File: src/rtl/tmr_pkg.sv
// Package: shared constants and the register selector type for the timer channel.
// Assumes a word-addressed port with four register slots.
package tmr_pkg;
    localparam int CNT_W   = 16;
    localparam int DATA_W  = 32;
    localparam int ADDR_W  = 2;
    localparam int RUN_BIT = 20;

    typedef enum logic [ADDR_W-1:0] {
        REG_CTRL   = 2'd0,
        REG_RELOAD = 2'd1,
        REG_SNAP   = 2'd2,
        REG_NONE   = 2'd3
    } reg_sel_e;
endpackage

File: src/rtl/tmr_prescaler.sv
// Prescaler: a free-running down-counter that emits one tick each time it
// passes zero, then refills from DIV. Assumes DIV fits in DIV_W bits.
module tmr_prescaler #(
    parameter int DIV   = 1,
    parameter int DIV_W = 8
) (
    input  logic clk,
    input  logic rst_n,
    output logic tick_o
);
    localparam logic [DIV_W-1:0] DIV_V = DIV_W'(DIV);

    logic [DIV_W-1:0] pre_q;

    // Divider state: count down, refill from the divisor when zero is passed.
    always_ff @(posedge clk) begin
        if (!rst_n)            pre_q <= DIV_V;
        else if (pre_q == '0)  pre_q <= DIV_V;
        else                   pre_q <= pre_q - 1'b1;
    end

    assign tick_o = (pre_q == '0);

    // the divider value never exceeds the divisor.
    a_r1_pre_range: assert property (@(posedge clk) disable iff (!rst_n)
        pre_q <= DIV_V);

    generate
        if (DIV > 0) begin : g_spaced
            // with a nonzero divisor, ticks never come on consecutive clocks.
            a_r1_tick_spacing: assert property (@(posedge clk) disable iff (!rst_n)
                tick_o |=> !tick_o);
        end
    endgenerate
endmodule

File: src/rtl/tmr_regs.sv
// Register file: holds the control word and the reload value, decodes
// writes, and muxes reads, including the snapshot supplied by the counter.
// Assumes at most one access per clock.
module tmr_regs
    import tmr_pkg::*;
(
    input  logic              clk,
    input  logic              rst_n,
    input  logic              bus_sel,
    input  logic              bus_we,
    input  logic [ADDR_W-1:0] bus_addr,
    input  logic [DATA_W-1:0] bus_wdata,
    input  logic [CNT_W-1:0]  snap_i,
    output logic [DATA_W-1:0] bus_rdata,
    output logic              run_o,
    output logic [CNT_W-1:0]  reload_o
);
    logic [DATA_W-1:0] ctrl_q;
    logic [CNT_W-1:0]  reload_q;
    reg_sel_e          sel;
    logic              wr;

    assign sel = reg_sel_e'(bus_addr);
    assign wr  = bus_sel && bus_we;

    // Control register: a full word, only the run bit drives the counter.
    always_ff @(posedge clk) begin
        if (!rst_n)                      ctrl_q <= '0;
        else if (wr && sel == REG_CTRL)  ctrl_q <= bus_wdata;
    end

    // Reload register: keeps the low half of the written word.
    always_ff @(posedge clk) begin
        if (!rst_n)                        reload_q <= '0;
        else if (wr && sel == REG_RELOAD)  reload_q <= bus_wdata[CNT_W-1:0];
    end

    // Read multiplexer, zero-extending the narrow registers.
    always_comb begin
        case (sel)
            REG_CTRL:   bus_rdata = ctrl_q;
            REG_RELOAD: bus_rdata = {{(DATA_W-CNT_W){1'b0}}, reload_q};
            REG_SNAP:   bus_rdata = {{(DATA_W-CNT_W){1'b0}}, snap_i};
            default:    bus_rdata = '0;
        endcase
    end

    assign run_o    = ctrl_q[RUN_BIT];
    assign reload_o = reload_q;

    // a write to the reload slot lands on the next clock.
    a_r7_reload_write: assert property (@(posedge clk) disable iff (!rst_n)
        (wr && bus_addr == 2'd1) |=> (reload_o == $past(bus_wdata[CNT_W-1:0])));

    // the reload value moves only through a bus write.
    a_r6_reload_only_by_bus: assert property (@(posedge clk) disable iff (!rst_n)
        !(wr && bus_addr == 2'd1) |=> $stable(reload_o));
endmodule

File: src/rtl/tmr_counter.sv
// Counter: the down-count with a borrow bit, the snapshot register and the
// interrupt pulse. Assumes tick_i lasts one clock per prescaled period.
module tmr_counter
    import tmr_pkg::*;
(
    input  logic             clk,
    input  logic             rst_n,
    input  logic             tick_i,
    input  logic             run_i,
    input  logic [CNT_W-1:0] reload_i,
    output logic [CNT_W-1:0] snap_o,
    output logic             irq_o
);
    logic [CNT_W:0]   cnt_q;
    logic [CNT_W-1:0] snap_q;
    logic             irq_q;
    logic [CNT_W:0]   cnt_dec;
    logic             step;
    logic             under;

    assign cnt_dec = cnt_q - 1'b1;
    assign step    = tick_i && run_i;
    assign under   = step && cnt_dec[CNT_W];

    // Count: step down on an enabled tick, refill from reload on borrow.
    always_ff @(posedge clk) begin
        if (!rst_n)      cnt_q <= '0;
        else if (under)  cnt_q <= {1'b0, reload_i};
        else if (step)   cnt_q <= cnt_dec;
    end

    // Snapshot: takes the reload value at each underflow.
    always_ff @(posedge clk) begin
        if (!rst_n)      snap_q <= '0;
        else if (under)  snap_q <= reload_i;
    end

    // Interrupt: a registered pulse, one clock per underflow.
    always_ff @(posedge clk) begin
        if (!rst_n) irq_q <= 1'b0;
        else        irq_q <= under;
    end

    assign snap_o = snap_q;
    assign irq_o  = irq_q;

    // with the run bit clear, neither the count nor the snapshot moves.
    a_r2_hold_when_off: assert property (@(posedge clk) disable iff (!rst_n)
        !run_i |=> ($stable(cnt_q) && $stable(snap_q)));

    // a pulse only ever follows an enabled tick.
    a_r5_irq_after_tick: assert property (@(posedge clk) disable iff (!rst_n)
        irq_q |-> $past(tick_i && run_i));

    // at the pulse, the snapshot equals the freshly loaded count.
    a_r4_snap_tracks_count: assert property (@(posedge clk) disable iff (!rst_n)
        irq_q |-> (snap_q == cnt_q[CNT_W-1:0]));

    // the stored count never holds a borrow.
    a_r3_no_negative: assert property (@(posedge clk) disable iff (!rst_n)
        !cnt_q[CNT_W]);
endmodule

File: src/rtl/tmr_chan_top.sv
// Top: one auto-reload timer channel with its prescaler, register port and
// interrupt pulse. Assumes a synchronous active-low reset.
module tmr_chan_top
    import tmr_pkg::*;
#(
    parameter int PRE_DIV = 1,
    parameter int PRE_W   = 8
) (
    input  logic              clk,
    input  logic              rst_n,
    input  logic              bus_sel,
    input  logic              bus_we,
    input  logic [1:0]        bus_addr,
    input  logic [31:0]       bus_wdata,
    output logic [31:0]       bus_rdata,
    output logic              irq_o
);
    logic             tick;
    logic             run;
    logic [CNT_W-1:0] reload;
    logic [CNT_W-1:0] snap;

    tmr_prescaler #(.DIV(PRE_DIV), .DIV_W(PRE_W)) u_pre (
        .clk    (clk),
        .rst_n  (rst_n),
        .tick_o (tick)
    );

    tmr_regs u_regs (
        .clk       (clk),
        .rst_n     (rst_n),
        .bus_sel   (bus_sel),
        .bus_we    (bus_we),
        .bus_addr  (bus_addr),
        .bus_wdata (bus_wdata),
        .snap_i    (snap),
        .bus_rdata (bus_rdata),
        .run_o     (run),
        .reload_o  (reload)
    );

    tmr_counter u_cnt (
        .clk      (clk),
        .rst_n    (rst_n),
        .tick_i   (tick),
        .run_i    (run),
        .reload_i (reload),
        .snap_o   (snap),
        .irq_o    (irq_o)
    );

    // the pulse output is low in the first cycle out of reset.
    a_r8_quiet_after_reset: assert property (@(posedge clk)
        !rst_n |=> !irq_o);
endmodule

File: config.mk
export PLATFORM = sky130hd
export DESIGN_NAME = tmr_chan_top
export DESIGN_NICKNAME = d
export VERILOG_FILES = /design/src/rtl/tmr_pkg.sv /design/src/rtl/tmr_prescaler.sv /design/src/rtl/tmr_regs.sv /design/src/rtl/tmr_counter.sv /design/src/rtl/tmr_chan_top.sv
export SDC_FILE = /design/constraint.sdc
export NUM_CORES = 1
export LEC_CHECK = 0
export BUFFER_PORTS_ARGS = -buffer_cell sky130_fd_sc_hd__buf_4
export CORE_UTILIZATION = 52
export CTS_BUF_LIST = sky130_fd_sc_hd__clkbuf_4
export DETAILED_ROUTE_END_ITERATION = 10
export PLACE_DENSITY = 0.8
export SKIP_CTS_REPAIR_TIMING = 1
export SLEW_MARGIN = 0
export SYNTH_ARGS = -nofsm -noshare
export SYNTH_HDL_FRONTEND = slang
export SYNTH_SLANG_ARGS = --single-unit
File: constraint.sdc
create_clock -name clk -period 1.9 [get_ports clk]
set_input_delay 0.285 -clock clk [delete_from_list [all_inputs] [get_ports clk]]
set_output_delay 0.285 -clock clk [all_outputs]
set_load 0.01 [all_outputs]
==> metrics.txt, run 1 <==
DRC=0; maximum vdd drop=487 uV; Routed Antenna Nets=0; CP Max Fanout=3; GRT Residual Overflow=0; first drt pass iteration count=5; worst path arrival time=about 2400 ps; Synth Area in Simple Gates=0.280; Multi-input gate area=2310 sq um; Final min period=2010 ps; clk root buf=clkbuf_4; Worst Skew=14.0 ps; chip height=91.3 um; top cell type's share of synthesized area=0.434; ratio of cells with drive above 1 in the final layout=0.277; Pwr Total=3980 uW; violations in the final reports=setup timing; Synth Area in XOR/XNOR=0.0148; GRT Resource Usage Total=0.285; Worst setup EP type=flip-flop; adder-cell share of the synthesized area=0.00904; chip width=91.3 um; dpl cell area=5140 sq um; Post-synth EDFFs=0; number of global-route vias before repair=just over 4,000; DR iter-0 viols=between 300 and 400; Slew Limit Fails=0; clock sink total=90; register area=1810 sq um; row cnt=32; Top Ports=71; synthesis-to-finish area growth=30.8%; main combinational cell family by area after synthesis=simple AND/OR/NAND/NOR gates; f_max=0.498 GHz; Finished Cell Area=approximately 5400 sq um; Post-synth ARST share=0; clock-pin slew on the worst setup and hold paths=160 ps; Yosys warning total=0; CTS tree=built; number of port buffers=70; Final Setup Violations=27; Max-Cap Viols=0; status=complete, but fails checks; CP Launch Type=flip-flop; Syn Inst Count=543; first-pass GRT wire length=roughly 19,000 um; synthesized cell area=4150 sq um; cts bufs inserted=9; register bit total from synthesis=90; Worst Hold Class=primary input to flip-flop; Avg Cell Area, Syn=7.64 sq um; pin count of the biggest net entering global routing=65; Routability Congestion=between 0.8 and 0.9; Setup WS post-layout=-106 ps; initial antenna violation count=0; fillers=618; drt wl/cell=~16 um; worst-skew pair later-pin latency=460 ps; Worst-Margin Slew=496 ps; Worst slew margin=0.669; most common cell after layout, fill and taps aside=nand2_1; most frequent cells in the layout=nand2_1 (154), buf_4 (112), dfxtp_1 (84), a21oi_1 (73); Synth area leader=dfxtp_1; Leak=0.00211 uW; DR vias/cell=5.58; synth unique cells=slightly below 50; top post-synthesis cells by area=dfxtp_1 (43%), nand2_1 (14%), a21oi_1 (9.3%); initial core utilization=0.537; ant diodes=0; die footprint=between 8000 and 9000 sq um; Compound-Gate Fraction of Synth Area=0.173; WS Path Type=flip-flop to flip-flop; via count=roughly 4,200; Synthesized Nets=584; fin crit share=1.06; critical path required time=2280 ps; H-tree depth=3; pwr dens=~730 nW/um^2; register area share after synthesis=0.434; Post-synth top flop=dfxtp_1; Max clock buf depth=2; Fin. Hold Viols=0; Core Box Area=a little under 8000 sq um; DP HPWL=8090 um; post-synthesis mux area share=0.0482; WL final=between 10,000 and 15,000 um; nets@finish=just under 700; RSZ-0062 raised after global routing=yes
==> metal layers <==
layer,up-vias,track usage,share of wire,routed length (um)
li1,2040,-,-,-
met1,1938,0.378,0.42,4880
met2,176,0.457,0.49,5720
met3,26,0.0603,0.071,833
met4,0,0.102,0.019,222
met5,-,0,0,0
==> cell type report <==
class	instances	share of cell area
Clock inverter	7	0.0159
Timing Repair Buffer	121	0.183
Multi-Input combinational cell	412	0.426
Inverter	8	0.00553
Clock buffer	9	0.0124
Tap cell	102	0.0235
Sequential cell	90	0.333
==> stage by stage <==
| stage | setup TNS (ps) | hold WS, ps | utilization | worst slack, ps | instances |
|---|---|---|---|---|---|
| after global placement | 0 | 437 | 0.665 | 5.49 | 729 |
| after detailed placement | -211 | 442 | 0.665 | -77.7 | 729 |
| final | -894 | 48.8 | 0.703 | -106 | 749 |
| after CTS | -746 | 45.0 | 0.685 | -93.8 | 745 |
| after global routing | -3290 | 31.8 | 0.703 | -207 | 749 |
| after floorplan | 0 | 421 | - | 6.32 | 543 |
==> flip-flops by register name (all words and copies together), names as in the netlist <==
| register | flops |
|---|---|
| u_regs.ctrl_q | 32 |
| u_regs.reload_o | 16 |
| u_cnt.snap_o | 16 |
| u_pre.pre_q | 8 |
| u_cnt.irq_o | 1 |
| u_cnt.cnt_q | 17 |
==> final timing paths <==
| kind | startpoint | end | slack (ps) | cells past startpoint |
|---|---|---|---|---|
| hold reg to reg | u_regs.ctrl_q[25]$_SDFFE_PN0P_ | u_regs.ctrl_q[25]$_SDFFE_PN0P_ | 460 | 2 |
| hold / removal | bus_wdata[23] | u_regs.ctrl_q[23]$_SDFFE_PN0P_ | 50 | 3 |
| setup reg to reg | u_pre.pre_q[5]$_SDFF_PP0_ | u_cnt.cnt_q[13]$_SDFFE_PN0P_ | -110 | 7 |
| setup / recovery | u_pre.pre_q[5]$_SDFF_PP0_ | u_cnt.cnt_q[13]$_SDFFE_PN0P_ | -110 | 7 |
==> worst max-delay path, stage by stage, from the launching register on <==
cell,delay [ps]
dfxtp_2,350
or4_4,550
nor4b_4,330
nand2_2,140
buf_4,150
nor4b_2,230
o21ai_1,80
o221ai_1,80
==> cells in the mapped netlist, types with 3 or more instances <==
| master | count |
|---|---|
| nor2_1 | 23 |
| nand2_1 | 158 |
| and3_1 | 3 |
| o21ai_0 | 31 |
| nand3_1 | 11 |
| a31oi_1 | 5 |
| or3_1 | 3 |
| a21oi_1 | 77 |
| nor2b_1 | 3 |
| inv_1 | 8 |
| xnor2_1 | 5 |
| nor3_1 | 10 |
| ha_1 | 3 |
| nor4b_1 | 3 |
| buf_2 | 3 |
| dfxtp_1 | 90 |
| clkbuf_1 | 27 |
| mux2i_1 | 20 |
| and2_1 | 18 |
| nor4_1 | 3 |
==> logic make-up (layout without fill, tap and decap cells) <==
group,count (synthesis),count (layout)
buffers and inverters,41,145
AO/OA/AOI/OAI,130,130
flip-flops,90,90
multiplexers,20,20
AND/OR/NAND/NOR,252,252
adder cells (fa/ha/maj),3,3
XOR/XNOR,7,7
==> report_power, final <==
| group | switching, uW | total, uW | internal (uW) |
|---|---|---|---|
| Sequential | 65.3 | 2040 | 1970 |
| Combinational | 386 | 778 | 391 |
| Clock | 733 | 1160 | 429 |
(Power assumes the default switching activity.)
==> run 2: changes to the inputs <==
--- a/config.mk
+++ b/config.mk
@@ -6,6 +6,7 @@
 export NUM_CORES = 1
 export LEC_CHECK = 0
 export BUFFER_PORTS_ARGS = -buffer_cell sky130_fd_sc_hd__buf_4
+export CORE_ASPECT_RATIO = 0.5
 export CORE_UTILIZATION = 52
 export CTS_BUF_LIST = sky130_fd_sc_hd__clkbuf_4
 export DETAILED_ROUTE_END_ITERATION = 10
==> run 2 against run 1 <==
The run still ends with setup timing left. Cell area about the same. Largest power group unchanged. Maximum frequency fell by 1.2%. Combinational power is 5.1% higher. Power decreased by 3.4%. Worst setup slack got worse by 25 ps. First-iteration DRC count rose by 47%. Critical path depth unchanged. Register-to-register slack worse by 30 ps. Clock skew is essentially flat. Largest cell class unchanged. Routed wire length down 2.8%. Die area increased by 0.26%. Utilization increased by 2.0 points.
==> metrics.txt, run 2 (synthesized netlist as in run 1, its figures left out) <==
Final Setup Violations=26 (-3.7%); critical path required time=2280 ps (about the same); RSZ-0062 raised after global routing=yes; H-tree depth=3 (unchanged); worst-skew pair later-pin latency=450 ps (about the same); final setup TNS=-1970 ps (-1070 ps); first-pass GRT wire length=18,700 um (-1.3%); maximum vdd drop=405 uV (-17%); fillers=599 (-3.1%); pwr dens=708 nW/um^2 (-3.3%); nets@finish=694 (+1.6%); Final min period=2030 ps (+25.4 ps); DR iter-0 viols=476 (+47%); Finished Cell Area=5430 sq um (about the same); most common cell after layout, fill and taps aside=nand2_1; Worst Skew=14.4 ps (+0.435 ps); status=complete, but fails checks; chip height=65.2 um (-29%); dpl cell area=5180 sq um (+0.83%); largest registers=u_regs.ctrl_q x32, u_cnt.cnt_q x17; Worst slew margin=0.678 (+0.00925); Setup WS post-layout=-131 ps (-25.4 ps); Max clock buf depth=2 (unchanged); WL final=11,300 um (-2.8%); Worst-Margin Slew=479 ps (-16.9 ps); Worst setup EP type=flip-flop; via count=4,260 (+1.9%); number of port buffers=70 (unchanged); Biggest register=u_regs.ctrl_q; Slew Limit Fails=0 (unchanged); DP HPWL=7880 um (-2.6%); Fin. Hold Viols=0 (unchanged); Core Box Area=7510 sq um (-2.8%); GRT Resource Usage Total=0.288 (+0.00344); first drt pass iteration count=5 (unchanged); DRC=0 (unchanged); die footprint=8360 sq um (+0.26%); f_max=0.492 GHz (-1.2%); Top Ports=71 (unchanged); cts bufs inserted=9 (unchanged); initial core utilization=0.552 (+0.0152); CP Max Fanout=16 (+13); WS Path Type=flip-flop to flip-flop; violations in the final reports=setup timing; initial antenna violation count=1 (+1); row cnt=22 (-31%); Max-Cap Viols=0 (unchanged); worst path arrival time=2410 ps (+30 ps); Worst Hold Class=primary input to flip-flop; chip width=128 um (+41%); pin count of the biggest net entering global routing=68 (+4.6%); fin crit share=1.07 (+0.0134); max reg flops=32 (unchanged); clock sink total=90 (unchanged); ratio of cells with drive above 1 in the final layout=0.275 (-0.00159); CTS tree=built; GRT Residual Overflow=0 (unchanged); number of global-route vias before repair=3,839 (-5.4%); clk root buf=clkbuf_4; Leak=0.00215 uW (+1.8%); clock-pin slew on the worst setup and hold paths=150 ps (about the same); DR vias/cell=5.55 (-0.48%); drt wl/cell=14.8 um (-5.1%); Routability Congestion=0.903 (+3.8%); synthesis-to-finish area growth=30.8% (about the same); CP Launch Type=flip-flop; R2R setup slack=-130 ps (-30 ps); most frequent cells in the layout=nand2_1 (156), buf_4 (127), dfxtp_1 (85), a21oi_1 (77), o21ai_0 (27); Routed Antenna Nets=0 (unchanged)
==> run 2: cell types whose count changed in the layout (fill, tap and decap cells not counted), sizes merged <==
cell / change
buf: +11
bufinv: -1
inv: +1
diode: +1
clkinv: +1
clkinvlp: -1
==> run 2: path summary, 6_finish.rpt <==
path / start / end / cells after the start
setup / recovery: u_pre.pre_q[5]$_SDFF_PP0_ / u_cnt.cnt_q[0]$_SDFFE_PN0P_ / 7
hold / removal: bus_wdata[30] / u_regs.ctrl_q[30]$_SDFFE_PN0P_ / 3
setup reg to reg: u_pre.pre_q[5]$_SDFF_PP0_ / u_cnt.cnt_q[0]$_SDFFE_PN0P_ / 7
hold reg to reg: u_regs.ctrl_q[26]$_SDFFE_PN0P_ / u_regs.ctrl_q[26]$_SDFFE_PN0P_ / 2
==> run 2: per-layer routing <==
layer / vias up / part of all wire / GRT usage / wire (um)
met2: 161 / 0.45 / 0.462 / 5120
li1: 2071 / - / - / -
met3: 12 / 0.066 / 0.0651 / 750
met1: 2016 / 0.47 / 0.394 / 5350
met4: 0 / 0.010 / 0.0721 / 117
met5: - / 0 / 0 / 0
==> run 2: report_power, final <==
group / internal [uW] / total, uW / switching [uW]
Sequential: 1970 / 2030 / 59.1
Combinational: 424 / 818 / 394
Clock: 293 / 996 / 703
==> run 2: cell type report <==
class	instances	area [sq um]	share of cell area
multi-input combinational	412	2280	0.420
sequential	90	1810	0.333
timing repair buffer	132	1040	0.192
tap	108	135	0.0249
clock buffer	9	67.6	0.0124
clock inverter	7	58.8	0.0108
inverter	8	30.0	0.00553
antenna	1	2.50	0.000461
==> run 2: per-stage QoR <==
step | power [uW] | hold slack, ps | worst slack, ps | utilization | std cells
after global routing | 4030 | 18.9 | -212 | 0.722 | 767
after floorplan | 2500 | 421 | 6.32 | - | 543
after detailed placement | 2790 | 442 | -33.8 | 0.690 | 743
after CTS | 3770 | 37.9 | -116 | 0.707 | 759
final | 3840 | 61.2 | -131 | 0.722 | 767
after global placement | 2770 | 438 | 13.3 | 0.690 | 743
==> run 2: critical path, stage by stage, from the launching register on <==
cell and delay (ps):
dfxtp_1 340, or4_4 560, nor4b_4 350, nand2_2 160, a21oi_4 160, buf_12 160, nand2_1 90, a31oi_1 130
==> run 3: changes to the inputs <==
--- a/config.mk
+++ b/config.mk
@@ -5,6 +5,7 @@
 export SDC_FILE = /design/constraint.sdc
 export NUM_CORES = 1
 export LEC_CHECK = 0
+export ABC_AREA = 1
 export BUFFER_PORTS_ARGS = -buffer_cell sky130_fd_sc_hd__buf_4
 export CORE_ASPECT_RATIO = 0.5
 export CORE_UTILIZATION = 52
==> run 3 against run 2 <==
The flow now finishes without violations. Register-to-register slack gained 270 ps. Non-clock buffer count shrank 48. Area after synthesis is 0.84% higher. Worst setup slack improved by 270 ps. Clock skew fell by 3.7 ps. Hold slack worse by 10 ps. Maximum frequency grew 15%. Clock-buffer cell count unchanged. Combinational power increased by 32%. Utilization shrank 6.4 points. Highest routed layer unchanged.
==> metrics.txt, run 3 <==
Logic pwr share=0.264 (+0.051); chip width=129 um (+0.42%); worst path cell trace=inv_2, ha_2, nand2_2, nor2_4, nand2_1, nand2_2, nand2_4, buf_4, a21oi_1, a21oi_2; cts bufs inserted=9 (unchanged); Fin. Hold Viols=0 (unchanged); CP Max Fanout=12 (-4); Final Setup Violations=0 (-100%); maximum vdd drop=432 uV (+6.7%); register area share after synthesis=0.430 (-0.00363); nets@finish=688 (-0.86%); DR vias/cell=5.17 (-6.8%); Pwr Total=4080 uW (+6.1%); Max clock buf depth=2 (unchanged); DP HPWL=6870 um (-13%); CP Launch Type=flip-flop; Slew Limit Fails=0 (unchanged); Worst slew margin=0.536 (-0.142); Final min period=1760 ps (-271 ps); Post-synth EDFFs=0 (unchanged); clock sink total=90 (unchanged); f_max=0.568 GHz (+15%); most common cell after layout, fill and taps aside=nor2_1; most common cell in the synthesized netlist=nor2_1; Biggest register=u_regs.ctrl_q; ratio of cells with drive above 1 in the final layout=0.238 (-0.0373); CTS tree=built; Routed Antenna Nets=0 (unchanged); Post-synth top flop=dfxtp_1; most frequent CP cell=nand2_2; Yosys warning total=0 (unchanged); first-pass GRT wire length=16,800 um (-10%); top cell type's share of synthesized area=0.430 (-0.00363); largest registers=u_regs.ctrl_q x32, u_cnt.cnt_q x17; Power Internal=2700 uW (+0.46%); clock-pin slew on the worst setup and hold paths=140 ps (about the same); Worst Hold Class=primary input to flip-flop; top post-synthesis cells by area=dfxtp_1 (43%), nor2_1 (10%), nand2_1 (8.1%); final setup TNS=0 ps (+1970 ps); Reg power frac=0.512 (-0.016); initial core utilization=0.555 (+0.00263); WL final=9910 um (-13%); Finished Layout Cells=760 (-0.91%); Routability Congestion=0.841 (-6.9%); die footprint=8430 sq um (+0.83%); dpl cells=743 (unchanged); WS Path Type=flip-flop to flip-flop; critical path required time=2250 ps (-30 ps); Worst Skew=10.7 ps (-3.72 ps); most frequent cells in the layout=nor2_1 (110), nand2_1 (90), dfxtp_1 (90), buf_4 (81), o21ai_0 (62); GRT Residual Overflow=0 (unchanged); Worst-Margin Slew=695 ps (+216 ps); dpl cell area=4810 sq um (-7.2%); H-tree depth=3 (unchanged); top cell types by occurrence after synthesis=nor2_1 (111), dfxtp_1 (90), nand2_1 (90); Syn Inst Count=582 (+7.2%); clock group share of total power=0.224 (-0.035); worst path arrival time=2110 ps (-300 ps); Synthesized Nets=623 (+6.7%); number of port buffers=70 (unchanged); synth unique cells=29 (-41%); row cnt=22 (unchanged); delay-heaviest family, CP=simple AND/OR/NAND/NOR gates; Sw Ratio=0.338 (+0.0370); first drt pass iteration count=5 (unchanged); synthesis-to-finish area growth=18.6%; Top Ports=71 (unchanged); fin crit share=0.927 (-0.143); CP max stage cell=dfxtp_1; register bit total from synthesis=90 (unchanged); synthesized cell area=4190 sq um (+0.84%); via count=3,932 (-7.7%); Leak=0.00224 uW (+4.5%); Core Box Area=7540 sq um (+0.37%); Max-Cap Viols=0 (unchanged); chip height=65.4 um (+0.41%); status=finished, final reports clean; drt wl/cell=13.0 um (-12%); clk root buf=clkbuf_4; RSZ-0062 raised after global routing=no; Synth area leader=dfxtp_1; Post-synth ARST share=0 (unchanged); Crit path largest cell delay=340 ps (-220 ps); initial antenna violation count=0 (-1); GRT Resource Usage Total=0.256 (-0.0319); Avg Cell Area, Syn=7.19 sq um (-5.9%); WP buf/inv=2 (+1); pin count of the biggest net entering global routing=65 (-4.4%); Worst setup EP type=flip-flop; Finished Cell Area=4960 sq um (-8.6%); ant diodes=0 (-1); DRC=0 (unchanged); worst-skew pair later-pin latency=450 ps (about the same); Net Sw Power=1380 uW (+19%); WHS=50.9 ps (-10.2 ps); number of global-route vias before repair=3,644 (-5.1%); DR iter-0 viols=342 (-28%); pwr dens=821 nW/um^2 (+16%); max reg flops=32 (unchanged)
run 3: cell types whose count changed in the layout (fill, tap and decap cells not counted), sizes merged, moves of 6 or more:
cell   delta
nand2    -45
nor3     -10
and2     -18
xor2      +6
a21oi    -12
nor2     +94
mux2i    -20
nand3    +24
buf      -48
inv      +25
o21ai    +31
run 3: final timing paths:
kind,from,to,slack [ps],cells after the start
worst max-delay path,u_cnt.cnt_q[0]$_SDFFE_PN0P_,u_cnt.cnt_q[11]$_SDFFE_PN0P_,140,10
worst min-delay path,bus_wdata[2],u_regs.ctrl_q[2]$_SDFFE_PN0P_,50,3
worst max register to register,u_cnt.cnt_q[0]$_SDFFE_PN0P_,u_cnt.cnt_q[11]$_SDFFE_PN0P_,140,10
worst min register to register,u_pre.pre_q[0]$_SDFF_PP1_,u_pre.pre_q[0]$_SDFF_PP1_,410,1
run 3: per-stage QoR:
stage | setup slack, ps | utilization
finish | 140 | 0.658
global route | 7.13 | 0.658
CTS | 19.2 | 0.653
detailed placement | 84.3 | 0.638
global placement | 144 | 0.638
floorplan | 380 | -
run 3: power groups by stage:
stage	Combinational, uW	Clock [uW]	Sequential [uW]
floorplan	825	0	2100
global placement	1030	0	2120
detailed placement	1050	0	2130
CTS	1060	943	2080
global route	1230	1020	2100
finish	1080	912	2090
run 3: worst min-delay path, cell delays in order:
cell	delay, ps
buf_4	80
nor2_1	30
nor2_1	80
run 3: final cells by class:
type / instances / area [sq um]
Fill cell: 691 / 2580
Multi-Input combinational cell: 425 / 2110
Sequential cell: 90 / 1800
Timing Repair Buffer: 84 / 668
Inverter: 37 / 139
Tap cell: 108 / 135
Clock buffer: 9 / 67.6
Clock inverter: 7 / 45.0
run 3: cell families after synthesis:
| logic type | after synthesis | synth area share |
|---|---|---|
| buffers and inverters | 67 | 0.0703 |
| and+or+nand+nor | 276 | 0.290 |
| AOI/OAI and AO/OA | 130 | 0.167 |
| DFF | 90 | 0.430 |
| xor gates and xnor gates | 16 | 0.0335 |
| adders and majority gates | 3 | 0.00897 |
run 3: per-layer routing:
layer / part of all wire / routed length, um / GRT usage
met2: 0.45 / 4470 / 0.412
met5: 0 / 0 / 0
met1: 0.46 / 4600 / 0.329
met3: 0.069 / 685 / 0.0782
met4: 0.016 / 158 / 0.0868
